==> config.mk <==
export PLATFORM = sky130hd
export DESIGN_NAME = ssc_profile_ctrl
export DESIGN_NICKNAME = d
export VERILOG_FILES = /design/src/rtl/ssc_pkg.sv /design/src/rtl/ssc_restart_sync.sv /design/src/rtl/ssc_phase_gen.sv /design/src/rtl/ssc_offset_map.sv /design/src/rtl/ssc_oe_decode.sv /design/src/rtl/ssc_profile_ctrl.sv
export SDC_FILE = /design/constraint.sdc
export NUM_CORES = 1
export LEC_CHECK = 0
export BUFFER_PORTS_ARGS = -buffer_cell sky130_fd_sc_hd__buf_2
export CAP_MARGIN = 20
export CELL_PAD_IN_SITES_DETAIL_PLACEMENT = 1
export CELL_PAD_IN_SITES_GLOBAL_PLACEMENT = 2
export CORE_MARGIN = 2
export CORE_UTILIZATION = 40
export DETAILED_ROUTE_END_ITERATION = 8
export PLACE_DENSITY_LB_ADDON = 0.1
export SLEW_MARGIN = 25
export SYNTH_ARGS = -nofsm -noshare
export SYNTH_HDL_FRONTEND = slang
export SYNTH_SLANG_ARGS = --single-unit
==> constraint.sdc <==
create_clock -name clk -period 19.8 [get_ports clk]
set_input_delay 2.97 -clock clk [delete_from_list [all_inputs] [get_ports clk]]
set_output_delay 2.97 -clock clk [all_outputs]
set_load 0.02 [all_outputs]
==> src/rtl/ssc_pkg.sv <==
package ssc_pkg;

  // Offset in half-units for folded triangle position t in 0..t_max.
  function automatic int profile_offset(int t, int t_max, int span, bit center);
    int top;
    top = center ? (span / 2) : 0;
    return top - ((span * t) / t_max);
  endfunction

endpackage

==> src/rtl/ssc_restart_sync.sv <==
module ssc_restart_sync #(
  parameter int STAGES = 2
) (
  input  logic clk,
  input  logic rst,
  input  logic async_in,
  output logic rise_pulse
);
  logic [STAGES-1:0] chain;
  logic              last_q;

  always_ff @(posedge clk) begin
    if (rst) chain[0] <= 1'b0;
    else     chain[0] <= async_in;
  end

  for (genvar i = 1; i < STAGES; i++) begin : g_stage
    always_ff @(posedge clk) begin
      if (rst) chain[i] <= 1'b0;
      else     chain[i] <= chain[i-1];
    end
  end

  always_ff @(posedge clk) begin
    if (rst) last_q <= 1'b0;
    else     last_q <= chain[STAGES-1];
  end

  assign rise_pulse = chain[STAGES-1] & ~last_q;
endmodule

==> src/rtl/ssc_phase_gen.sv <==
module ssc_phase_gen #(
  parameter int PHASE_W = 10
) (
  input  logic               clk,
  input  logic               rst,
  input  logic               spread_en_n,
  input  logic               wide_sel,
  input  logic               center_mode,
  input  logic               restart_pulse,
  output logic               run_q,
  output logic [PHASE_W-1:0] phase_q,
  output logic               cfg_wide,
  output logic               cfg_center,
  output logic               wrap
);
  localparam logic [PHASE_W-1:0] PHASE_LAST = '1;

  logic load_cfg;

  assign wrap     = run_q && (phase_q == PHASE_LAST);
  assign load_cfg = restart_pulse || !run_q || wrap;

  always_ff @(posedge clk) begin
    if (rst) begin
      run_q      <= 1'b0;
      phase_q    <= '0;
      cfg_wide   <= wide_sel;
      cfg_center <= center_mode;
    end else begin
      run_q <= ~spread_en_n;
      if (restart_pulse || !run_q) phase_q <= '0;
      else                         phase_q <= phase_q + 1'b1;
      if (load_cfg) begin
        cfg_wide   <= wide_sel;
        cfg_center <= center_mode;
      end
    end
  end
endmodule

==> src/rtl/ssc_offset_map.sv <==
module ssc_offset_map
  import ssc_pkg::*;
#(
  parameter int PHASE_W     = 10,
  parameter int OFS_W       = 12,
  parameter int SPAN_NARROW = 250,
  parameter int SPAN_WIDE   = 750
) (
  input  logic                    run,
  input  logic [PHASE_W-1:0]      phase,
  input  logic                    wide,
  input  logic                    center,
  output logic signed [OFS_W-1:0] offset
);
  localparam int HALF_W = PHASE_W - 1;
  localparam int T_MAX  = (1 << HALF_W) - 1;

  logic [HALF_W-1:0] fold;
  int                value;

  assign fold = phase[PHASE_W-1] ? ~phase[HALF_W-1:0] : phase[HALF_W-1:0];

  always_comb begin
    value  = profile_offset(int'(fold), T_MAX, wide ? SPAN_WIDE : SPAN_NARROW, center);
    offset = run ? OFS_W'(value) : '0;
  end
endmodule

==> src/rtl/ssc_oe_decode.sv <==
module ssc_oe_decode (
  input  logic en_a,
  input  logic en_b,
  output logic grp5_oe,
  output logic solo_oe
);
  always_comb begin
    unique case ({en_a, en_b})
      2'b00:   begin grp5_oe = 1'b0; solo_oe = 1'b0; end
      2'b01:   begin grp5_oe = 1'b1; solo_oe = 1'b0; end
      2'b10:   begin grp5_oe = 1'b0; solo_oe = 1'b1; end
      default: begin grp5_oe = 1'b1; solo_oe = 1'b1; end
    endcase
  end
endmodule

==> src/rtl/ssc_profile_ctrl.sv <==
module ssc_profile_ctrl #(
  parameter int PHASE_W     = 10,
  parameter int OFS_W       = 12,
  parameter int SPAN_NARROW = 250,
  parameter int SPAN_WIDE   = 750,
  parameter int SYNC_STAGES = 2
) (
  input  logic                    clk,
  input  logic                    rst,
  input  logic                    spread_en_n,
  input  logic                    wide_sel,
  input  logic                    center_mode,
  input  logic                    restart_in,
  input  logic                    en_a,
  input  logic                    en_b,
  output logic signed [OFS_W-1:0] offset_code,
  output logic                    grp5_oe,
  output logic                    solo_oe,
  output logic                    ref_active
);
  // Named internal events, observed by the bound checker.
  logic               restart_pulse;
  logic               run_q;
  logic [PHASE_W-1:0] phase_q;
  logic               cfg_wide;
  logic               cfg_center;
  logic               wrap;

  ssc_restart_sync #(.STAGES(SYNC_STAGES)) u_sync (
    .clk        (clk),
    .rst        (rst),
    .async_in   (restart_in),
    .rise_pulse (restart_pulse)
  );

  ssc_phase_gen #(.PHASE_W(PHASE_W)) u_phase (
    .clk           (clk),
    .rst           (rst),
    .spread_en_n   (spread_en_n),
    .wide_sel      (wide_sel),
    .center_mode   (center_mode),
    .restart_pulse (restart_pulse),
    .run_q         (run_q),
    .phase_q       (phase_q),
    .cfg_wide      (cfg_wide),
    .cfg_center    (cfg_center),
    .wrap          (wrap)
  );

  ssc_offset_map #(
    .PHASE_W     (PHASE_W),
    .OFS_W       (OFS_W),
    .SPAN_NARROW (SPAN_NARROW),
    .SPAN_WIDE   (SPAN_WIDE)
  ) u_map (
    .run    (run_q),
    .phase  (phase_q),
    .wide   (cfg_wide),
    .center (cfg_center),
    .offset (offset_code)
  );

  ssc_oe_decode u_oe (
    .en_a    (en_a),
    .en_b    (en_b),
    .grp5_oe (grp5_oe),
    .solo_oe (solo_oe)
  );

  assign ref_active = 1'b1;
endmodule

; ---- Word level (Yosys, flattened, before mapping)
; Index checks and enable logic that the tools add are counted.
[classes]
addsub = 3
n_mul = 1
div_mod_pow = 1
n_eq_ne = 3
mux = 10
bitwise = 5
n_reduce_logical = 9
[ops]
columns = op, count
row1 = $div 32x10->32 const B, 1
row2 = $mul 32x10->32, 1
row3 = $mux 12, 2
row4 = $sub 12x12->12, 1
row5 = $add 10x1->10 const B, 1
row6 = $add 9x1->10, 1
row7 = $eq 10x10->1 const B, 1
row8 = $mux 10, 1
row9 = $mux 9, 1
row10 = $not 9->9, 1
row11 = $mux 1, 6
row12 = $reduce_or 2->1, 3
row13 = $eq 2x1->1 const B, 1
row14 = $eq 2x2->1 const B, 1
row15 = $logic_not 2->1, 1
row16 = $logic_or 1x1->1, 2
row17 = $not 1->1, 2
row18 = $reduce_bool 2->1, 1
row19 = $and 1x1->1, 1
row20 = $and 1x1->1 const A, 1
row21 = $logic_and 1x1->1, 1
row22 = $logic_not 1->1, 1
[word_totals]
reg_bits = 16
in_bits = 8
output_inout_bits = 15
word_cells = 39

; ---- Depth between registers and ports, before layout
; Gate-level depths: netlist of run 1.
[depth]
ltp_word = 6
mapped_depth = 62
mapped_depth_nobuf = 52

; ---- Modules after synthesis
; A second synthesis of run 1 with hierarchy kept.
[hier_totals]
cells_unflattened = 835
area_unflattened_um2 = 6473.7
[by_module_without_submodules]
columns = mod, instances, cells_each, area_per_inst_um2, seq_area_each_um2
row1 = ssc_offset_map, 1, 769, 5845.6, 0.0
row2 = ssc_phase_gen, 1, 55, 521.8, 280.3
row3 = ssc_restart_sync, 1, 7, 87.6, 60.1
row4 = ssc_profile_ctrl, 1, 2, 11.3, 0.0
row5 = ssc_oe_decode, 1, 2, 7.5, 0.0

; ---- Worst setup path after synthesis of run 1
; Ideal clock, no wire load.
[synth_timing]
path_type = register to output
start = reg u_phase.phase_q[9]
end = out offset_code[10]
arrival_time_ns = 13.678
t_required_ns = 16.830
setup_slack_ns = 3.152
stages_incl_launch_ff = 59
n_path_buf = 8
cell_sequence = dfxtp_1 clkbuf_1 xor2_1 nand2b_1 fa_1 inv_1 fa_1 inv_1 fa_1 inv_1 fa_1 fa_1 ha_1 buf_6 a21oi_2 o21a_1 nor4b_1 a211oi_2 [23 not listed] a2111oi_0 mux2_4 a21oi_2 or3_1 a2111o_1 nand3_1 ha_1 inv_1 fa_1 a21o_1 a21o_1 a21o_1 a21oi_1 nor2b_1 o21a_1 a21oi_1 o22ai_1 a21boi_0
[synth_via]
elab_chain_len = 5
[synth_rtl]
columns = element, line
row1 = "start, declared", ssc_phase_gen.sv:11  ; output logic [PHASE_W-1:0] phase_q,
row2 = "start signal, assigned", ssc_phase_gen.sv:32  ; else phase_q <= phase_q + 1'b1;
row3 = $mux 9, ssc_offset_map.sv:21  ; assign fold = phase[PHASE_W-1] ? ~phase[HALF_W-1:0] : phase[HALF_W-1:0];
row4 = $mul 32x10->32, ssc_pkg.sv:7  ; return top - ((span * t) / t_max);
row5 = $div 32x10->32, ssc_pkg.sv:7
row6 = $sub 12x12->12, ssc_pkg.sv:7
row7 = $mux 12, ssc_offset_map.sv:25  ; offset = run ? OFS_W'(value) : '0;
row8 = "end, declared", ssc_profile_ctrl.sv:16  ; output logic signed [OFS_W-1:0] offset_code,
; Every way passes these cells.

; ---- Worst setup path in the final report of run 1
; Ends and elaborated chain as after synthesis.

==> results of run 1 <==
-- cells by family after synthesis --
logic type	synth area share (%)
compound gates	28.37
buf+inv	6.794
xor+xnor	6.605
fa+ha+maj	24.64
simple gates	26.06
flops	5.148
mux	2.328
other cells	0.05672
-- area by class of cell --
class | instances | area [µm²] | area share [%]
timing repair buffer | 17 | 85.08 | 1.236
clock buffer | 3 | 75.07 | 1.091
sequential | 16 | 340.3 | 4.945
clock inverter | 1 | 3.754 | 0.05454
inverter | 73 | 274.0 | 3.981
multi-input combinational | 714 | 5829 | 84.69
tap | 220 | 275.3 | 3.999
-- through the flow --
stage / instances / util (%) / power (mW) / hold slack, ps / worst slack (ps)
floorplan: 834 / - / 0.05512 / 413.8 / 3152
global placement: 1040 / 41.57 / 0.06092 / 432.6 / 1683
detailed placement: 1040 / 41.57 / 0.06154 / 445.4 / 1372
CTS: 1044 / 42.06 / 0.1004 / 456.1 / 1058
global route: 1044 / 42.10 / 0.1054 / 473.1 / 26.62
finish: 1044 / 42.10 / 0.09940 / 465.4 / 1248
-- Yosys cell counts (11+ instances only) --
master,number
inv_1,73
ha_1,71
nor2_1,68
nand2_1,54
a21oi_1,37
fa_1,37
a21o_1,27
xor2_1,26
nor3_1,25
o21ai_0,25
and2_1,24
nand3_1,24
xnor2_1,22
clkbuf_1,15
o21a_1,15
dfxtp_1,14
nand2b_1,11
-- power groups by stage --
stage	logic, mW	registers (mW)	clock network, mW
floorplan	0.0204	0.0347	0
global placement	0.0250	0.0359	0
detailed placement	0.0256	0.0360	0
CTS	0.0257	0.0354	0.0394
global route	0.0285	0.0355	0.0413
finish	0.0255	0.0353	0.0386
-- critical path, delay by kind of cell, from the launching register on --
kind            cells  cell delay [ps]
fa+ha+maj           8             3310
mux                 2              580
xor+xnor            2              610
compound gates     18             4730
buf+inv             5              560
simple gates       16             4890
flops               1              650
-- placed cells by master, fill, tap and decap left out, types with 25 or more instances in the layout --
cell type / instances
fa_1: 37
a21oi_1: 37
a21o_1: 27
nor2_1: 68
inv_1: 73
nor3_1: 25
o21ai_0: 25
xor2_1: 25
nand2_1: 54
ha_1: 71
-- layer usage --
layer,track usage [%],up-vias
li1,-,3068
met1,31.55,3143
met2,39.35,89
met3,1.494,10
met4,1.673,0
met5,0,-
-- worst max-delay path by stage --
stage | startpoint | end | slack (ps) | cells past startpoint
global route | u_phase.phase_q[9] | offset_code[10] | 30 | 51
floorplan | u_phase.phase_q[9] | offset_code[10] | 3150 | 58
detailed placement | u_phase.phase_q[9] | offset_code[10] | 1370 | 51
global placement | u_phase.phase_q[9] | offset_code[10] | 1680 | 51
CTS | u_phase.phase_q[9] | offset_code[10] | 1060 | 51
finish | u_phase.phase_q[9] | offset_code[10] | 1250 | 51
-- state kept, by name, summed over array words and instances (netlist names) --
name / cells
u_phase.phase_q: 10
u_phase.cfg_center: 1
u_phase.run_q: 1
u_sync.last_q: 1
u_sync.chain: 2
u_phase.cfg_wide: 1
==> qor.yml, run 1 <==
floorplanning:
  start_util_pct: 40.44
  dieArea_mm2: 0.01757
  io_pins: 23
  dieHeight_um: 132.6
  die_width_um: 132.6
  row_count: 47
  design.core.area_mm2: 0.01635
hold_path:
  hp-start: "u_sync.chain[0]"
  whs_endpoint: "u_sync.chain[1]"
  hp-class: "reg -> reg"
  holdPathStages: 1
power_and_ir_drop:
  p_leak_nw: 3.025
  pwr-share-seq_pct: 35.5
  power_frac_comb_pct: 25.6
  p_switching_mw: 0.02905
  peakVddDrop_mv: 0.03386
  p_int_mw: 0.07034
  power_density_mw_per_mm2: 14.44
  pwr-share-clk_pct: 38.8
  sw_frac_of_total_pct: 29.23
global_route:
  antenna_found_initial: 0
  grtUsageTotal_pct: 22.44
  grt_pass1_wl_um: 33020
  grt_overflow: 0
  grt_max_degree: 21
  grt_pass1_vias: 6404
timing:
  rsz0062_at_grt: "false"
  tns_ps: 0
  maxSlewViolCount: 0
  layout_min_cycle_time_ps: 18550
  worst_pin_slew_ps: 862.2
  finClkSkew_ps: 3.056
  finalCritPeriodShare_pct: 93.70
  hold_viol: 0
  setup_violations: 0
  max_freq_mhz: 53.90
  max_slew_margin_pct: 42.52
finish:
  area_growth_pct: 4.107
  antenna_cells: 0
  final_nets: 941
  final_area_mm2: 0.006883
  fillers: 2095
  drive_gt1_share_pct: 9.709
route:
  vias_per_cell: 6.044
  drt_wl_total_um: 19820
  wire_per_inst_um: 18.98
  drt-met1-wl_um: 9487
  first_iter_violations: 340
  drt-pass1-iter-count: 5
  routed.top_layer: "met4"
  antenna_left: 0
  wl_met3_um: 465
  drc_errors: 0
  vias: 6310
  wl_met2_um: 9736
logic_synthesis:
  async_flop_share_pct: 0
  syn_area_mm2: 0.006611
  synth-edff-count: 2
  synth_cells: 834
  syn_nets: 950
  synth_flop_cell: "dfxtp_1"
  yosys-top-cells-area: "ha_1 (13%), fa_1 (11%), dfxtp_1 (4.2%)"
  synth-warning-count: 0
  syn_area_per_cell_um2: 7.927
  ys_types: 106
  synth-seq-cells: 16
  synth-seq-area-share_pct: 5.148
  yosysTopAreaCellShare_pct: 13.44
  synth_top_area_cell: "ha_1"
worst_setup_path:
  cp-start-kind: "register"
  cp_slowest_cell: "a2111oi_0"
  crit_required_ps: 16830
  endpoint_kind: "output port"
  slowest_delay_ps: 660
  crit_fanout: 10
  critPathArrivalTime_ps: 15580
  reg2reg_to: "u_phase.cfg_center"
  cpMostUsedCell: "fa_1"
  path_class: "reg -> out"
  r2r_cells: 2
  r2r_start: "u_phase.run_q"
  r2r_setup_slack_ps: 18260
clock_network:
  clkSinkCount: 16
  clockBufferDepth: 2
  cts_tree: "yes"
  cts_root_buffer: "clkbuf_16"
  clk_latency_ps: 240
  post_cts_buffers: 0
  ctsHoldBuffers: 0
  cts_buffers: 3
  clk_pin_slew_ps: 50
  h-tree-depth: 1
  ctsResizeCount: 0
placement:
  port_buffers: 17
  routabilityCongestion: 0.8878
  dpl.hpwl_um: 16870
  placed_area_mm2: 0.006797
flow_run:
  maxCapViolations: 0
outcome:
  status: "finished clean"
Note: power is estimated with default switching activity, not from simulation.
==> run 2: changes to the inputs <==
--- a/config.mk
+++ b/config.mk
@@ -12,6 +12,7 @@
 export CORE_MARGIN = 2
 export CORE_UTILIZATION = 40
 export DETAILED_ROUTE_END_ITERATION = 8
+export MAX_ROUTING_LAYER = met4
 export PLACE_DENSITY_LB_ADDON = 0.1
 export SLEW_MARGIN = 25
 export SYNTH_ARGS = -nofsm -noshare
==> run 2 against run 1 <==
Compared with the run above: clock-buffer cell count stayed put; largest power group unchanged; largest cell class unchanged; utilization hardly changed; die area stayed put; critical path type unchanged; sequential power is essentially flat; critical endpoint unchanged; routed wire length is 1.4% higher; sequential share of layout area barely moved; clock skew fell by 1.7 ps; highest routed layer unchanged.
==> qor.yml, run 2 (synthesized netlist as in run 1, its figures left out) <==
timing:
  maxSlewViolCount: 0
  max_slew_margin_pct: 37.97
  layout_min_cycle_time_ps: 18780
  finClkSkew_ps: 1.365
  setup_violations: 0
  rsz0062_at_grt: "false"
  whs_ps: 474.7
  setup_ws_ps: 1022
  hold_viol: 0
  max_freq_mhz: 53.25
  worst_pin_slew_ps: 927.3
  tns_ps: 0
  finalCritPeriodShare_pct: 94.84
global_route:
  antenna_found_initial: 0
  grt_max_degree: 21
  grtUsageTotal_pct: 23.00
  grt_pass1_wl_um: 32770
  grt_overflow: 0
  grt_pass1_vias: 6457
worst_setup_path:
  slowest_delay_ps: 790
  cp_slowest_cell: "xor2_1"
  crit_required_ps: 16830
  cp-start-kind: "register"
  r2r_cells: 4
  critPathArrivalTime_ps: 15810
  cpMostUsedCell: "fa_1"
  crit_fanout: 10
  path_class: "reg -> out"
  endpoint_kind: "output port"
clock_network:
  post_cts_buffers: 0
  clk_latency_ps: 250
  ctsResizeCount: 0
  cts_tree: "yes"
  cts_buffers: 3
  h-tree-depth: 1
  cts_root_buffer: "clkbuf_16"
  clkSinkCount: 16
  ctsHoldBuffers: 0
  clk_pin_slew_ps: 50
  clockBufferDepth: 2
placement:
  routabilityCongestion: 0.8860
  dp.cells: 1040
  place_ws_ps: 1270
  port_buffers: 17
  dpl.hpwl_um: 16960
route:
  vias: 6343
  wl_met3_um: 524
  drt-pass1-iter-count: 5
  routed.top_layer: "met4"
  antenna_left: 0
  drt_wl_total_um: 20110
  first_iter_violations: 331
  wl_met2_um: 10020
  drt-met1-wl_um: 9455
  vias_per_cell: 6.076
  drc_errors: 0
  wire_per_inst_um: 19.26
finish:
  fillers: 2079
  layout_common_cells: "inv_1 (73), ha_1 (71), nor2_1 (68), nand2_1 (54)"
  largest_reg_flops: 10
  fin_cells: 1044
  layout.cells.most_common: "inv_1"
  reg_top3: "u_phase.phase_q: 10 flops, u_sync.chain: 2 flops"
  area_growth_pct: 3.993
  regMostFlops: "u_phase.phase_q"
  drive_gt1_share_pct: 9.587
  final_nets: 941
  antenna_cells: 0
hold_path:
  hp-class: "reg -> reg"
  holdPathStages: 1
flow_run:
  maxCapViolations: 0
floorplanning:
  dieArea_mm2: 0.01757
  start_util_pct: 40.44
  io_pins: 23
  row_count: 47
  dieHeight_um: 132.6
  die_width_um: 132.6
  design.core.area_mm2: 0.01635
power_and_ir_drop:
  power_density_mw_per_mm2: 14.64
  peakVddDrop_mv: 0.03588
  p_leak_nw: 3.025
outcome:
  status: "finished clean"
==> run 2: cell types whose count changed in the layout (fill, tap and decap cells not counted) <==
cell,delta
xor2_1,+1
xor2_2,-1
==> run 2: worst paths after layout <==
| kind | start | to | slack [ps] |
|---|---|---|---|
| min reg2reg | u_sync.chain[0] | u_sync.chain[1] | 470 |
| max | u_phase.phase_q[9] | offset_code[10] | 1020 |
| max reg2reg | u_phase.phase_q[0] | u_phase.cfg_wide | 18260 |
| min | u_sync.chain[0] | u_sync.chain[1] | 470 |
==> run 2: area by class of cell <==
type	count	area, µm²	area share, %
Multi-Input combinational cell	714	5822	84.68
Inverter	73	274.0	3.985
Timing Repair Buffer	17	85.08	1.237
Clock inverter	1	3.754	0.05460
Sequential cell	16	340.3	4.950
Clock buffer	3	75.07	1.092
Tap cell	220	275.3	4.004
==> run 2: stage by stage <==
stage	utilization, %	total power [mW]	instance area (µm²)
floorplan	-	0.05512	6611
global placement	41.57	0.06099	6797
CTS	42.06	0.1014	6875
detailed placement	41.57	0.06169	6797
global route	42.06	0.1051	6875
finish	42.06	0.1006	6875
==> run 2: worst max-delay path, delay by kind of cell (launching register included) <==
family / cells / cell delay, ps
fa+ha+maj: 8 / 3180
mux: 2 / 610
simple gates: 17 / 5150
compound gates: 18 / 4670
xor+xnor: 1 / 790
buf+inv: 5 / 530
flops: 1 / 610
==> run 2: layer usage <==
layer  up-vias  track usage (%)
li1       3073                -
met2        98            40.41
met4         0            1.673
met5         -                -
met3        12            2.184
met1      3160            29.94
==> run 2: power breakdown <==
group | switching (mW) | leakage, nW | internal (mW) | total (mW)
combinational | 0.0158 | 2.85 | 0.00995 | 0.0258
sequential | 0.00162 | 0.134 | 0.0337 | 0.0353
clock | 0.0127 | 0.0385 | 0.0268 | 0.0395
total | 0.0302 | 3.03 | 0.0704 | 0.101
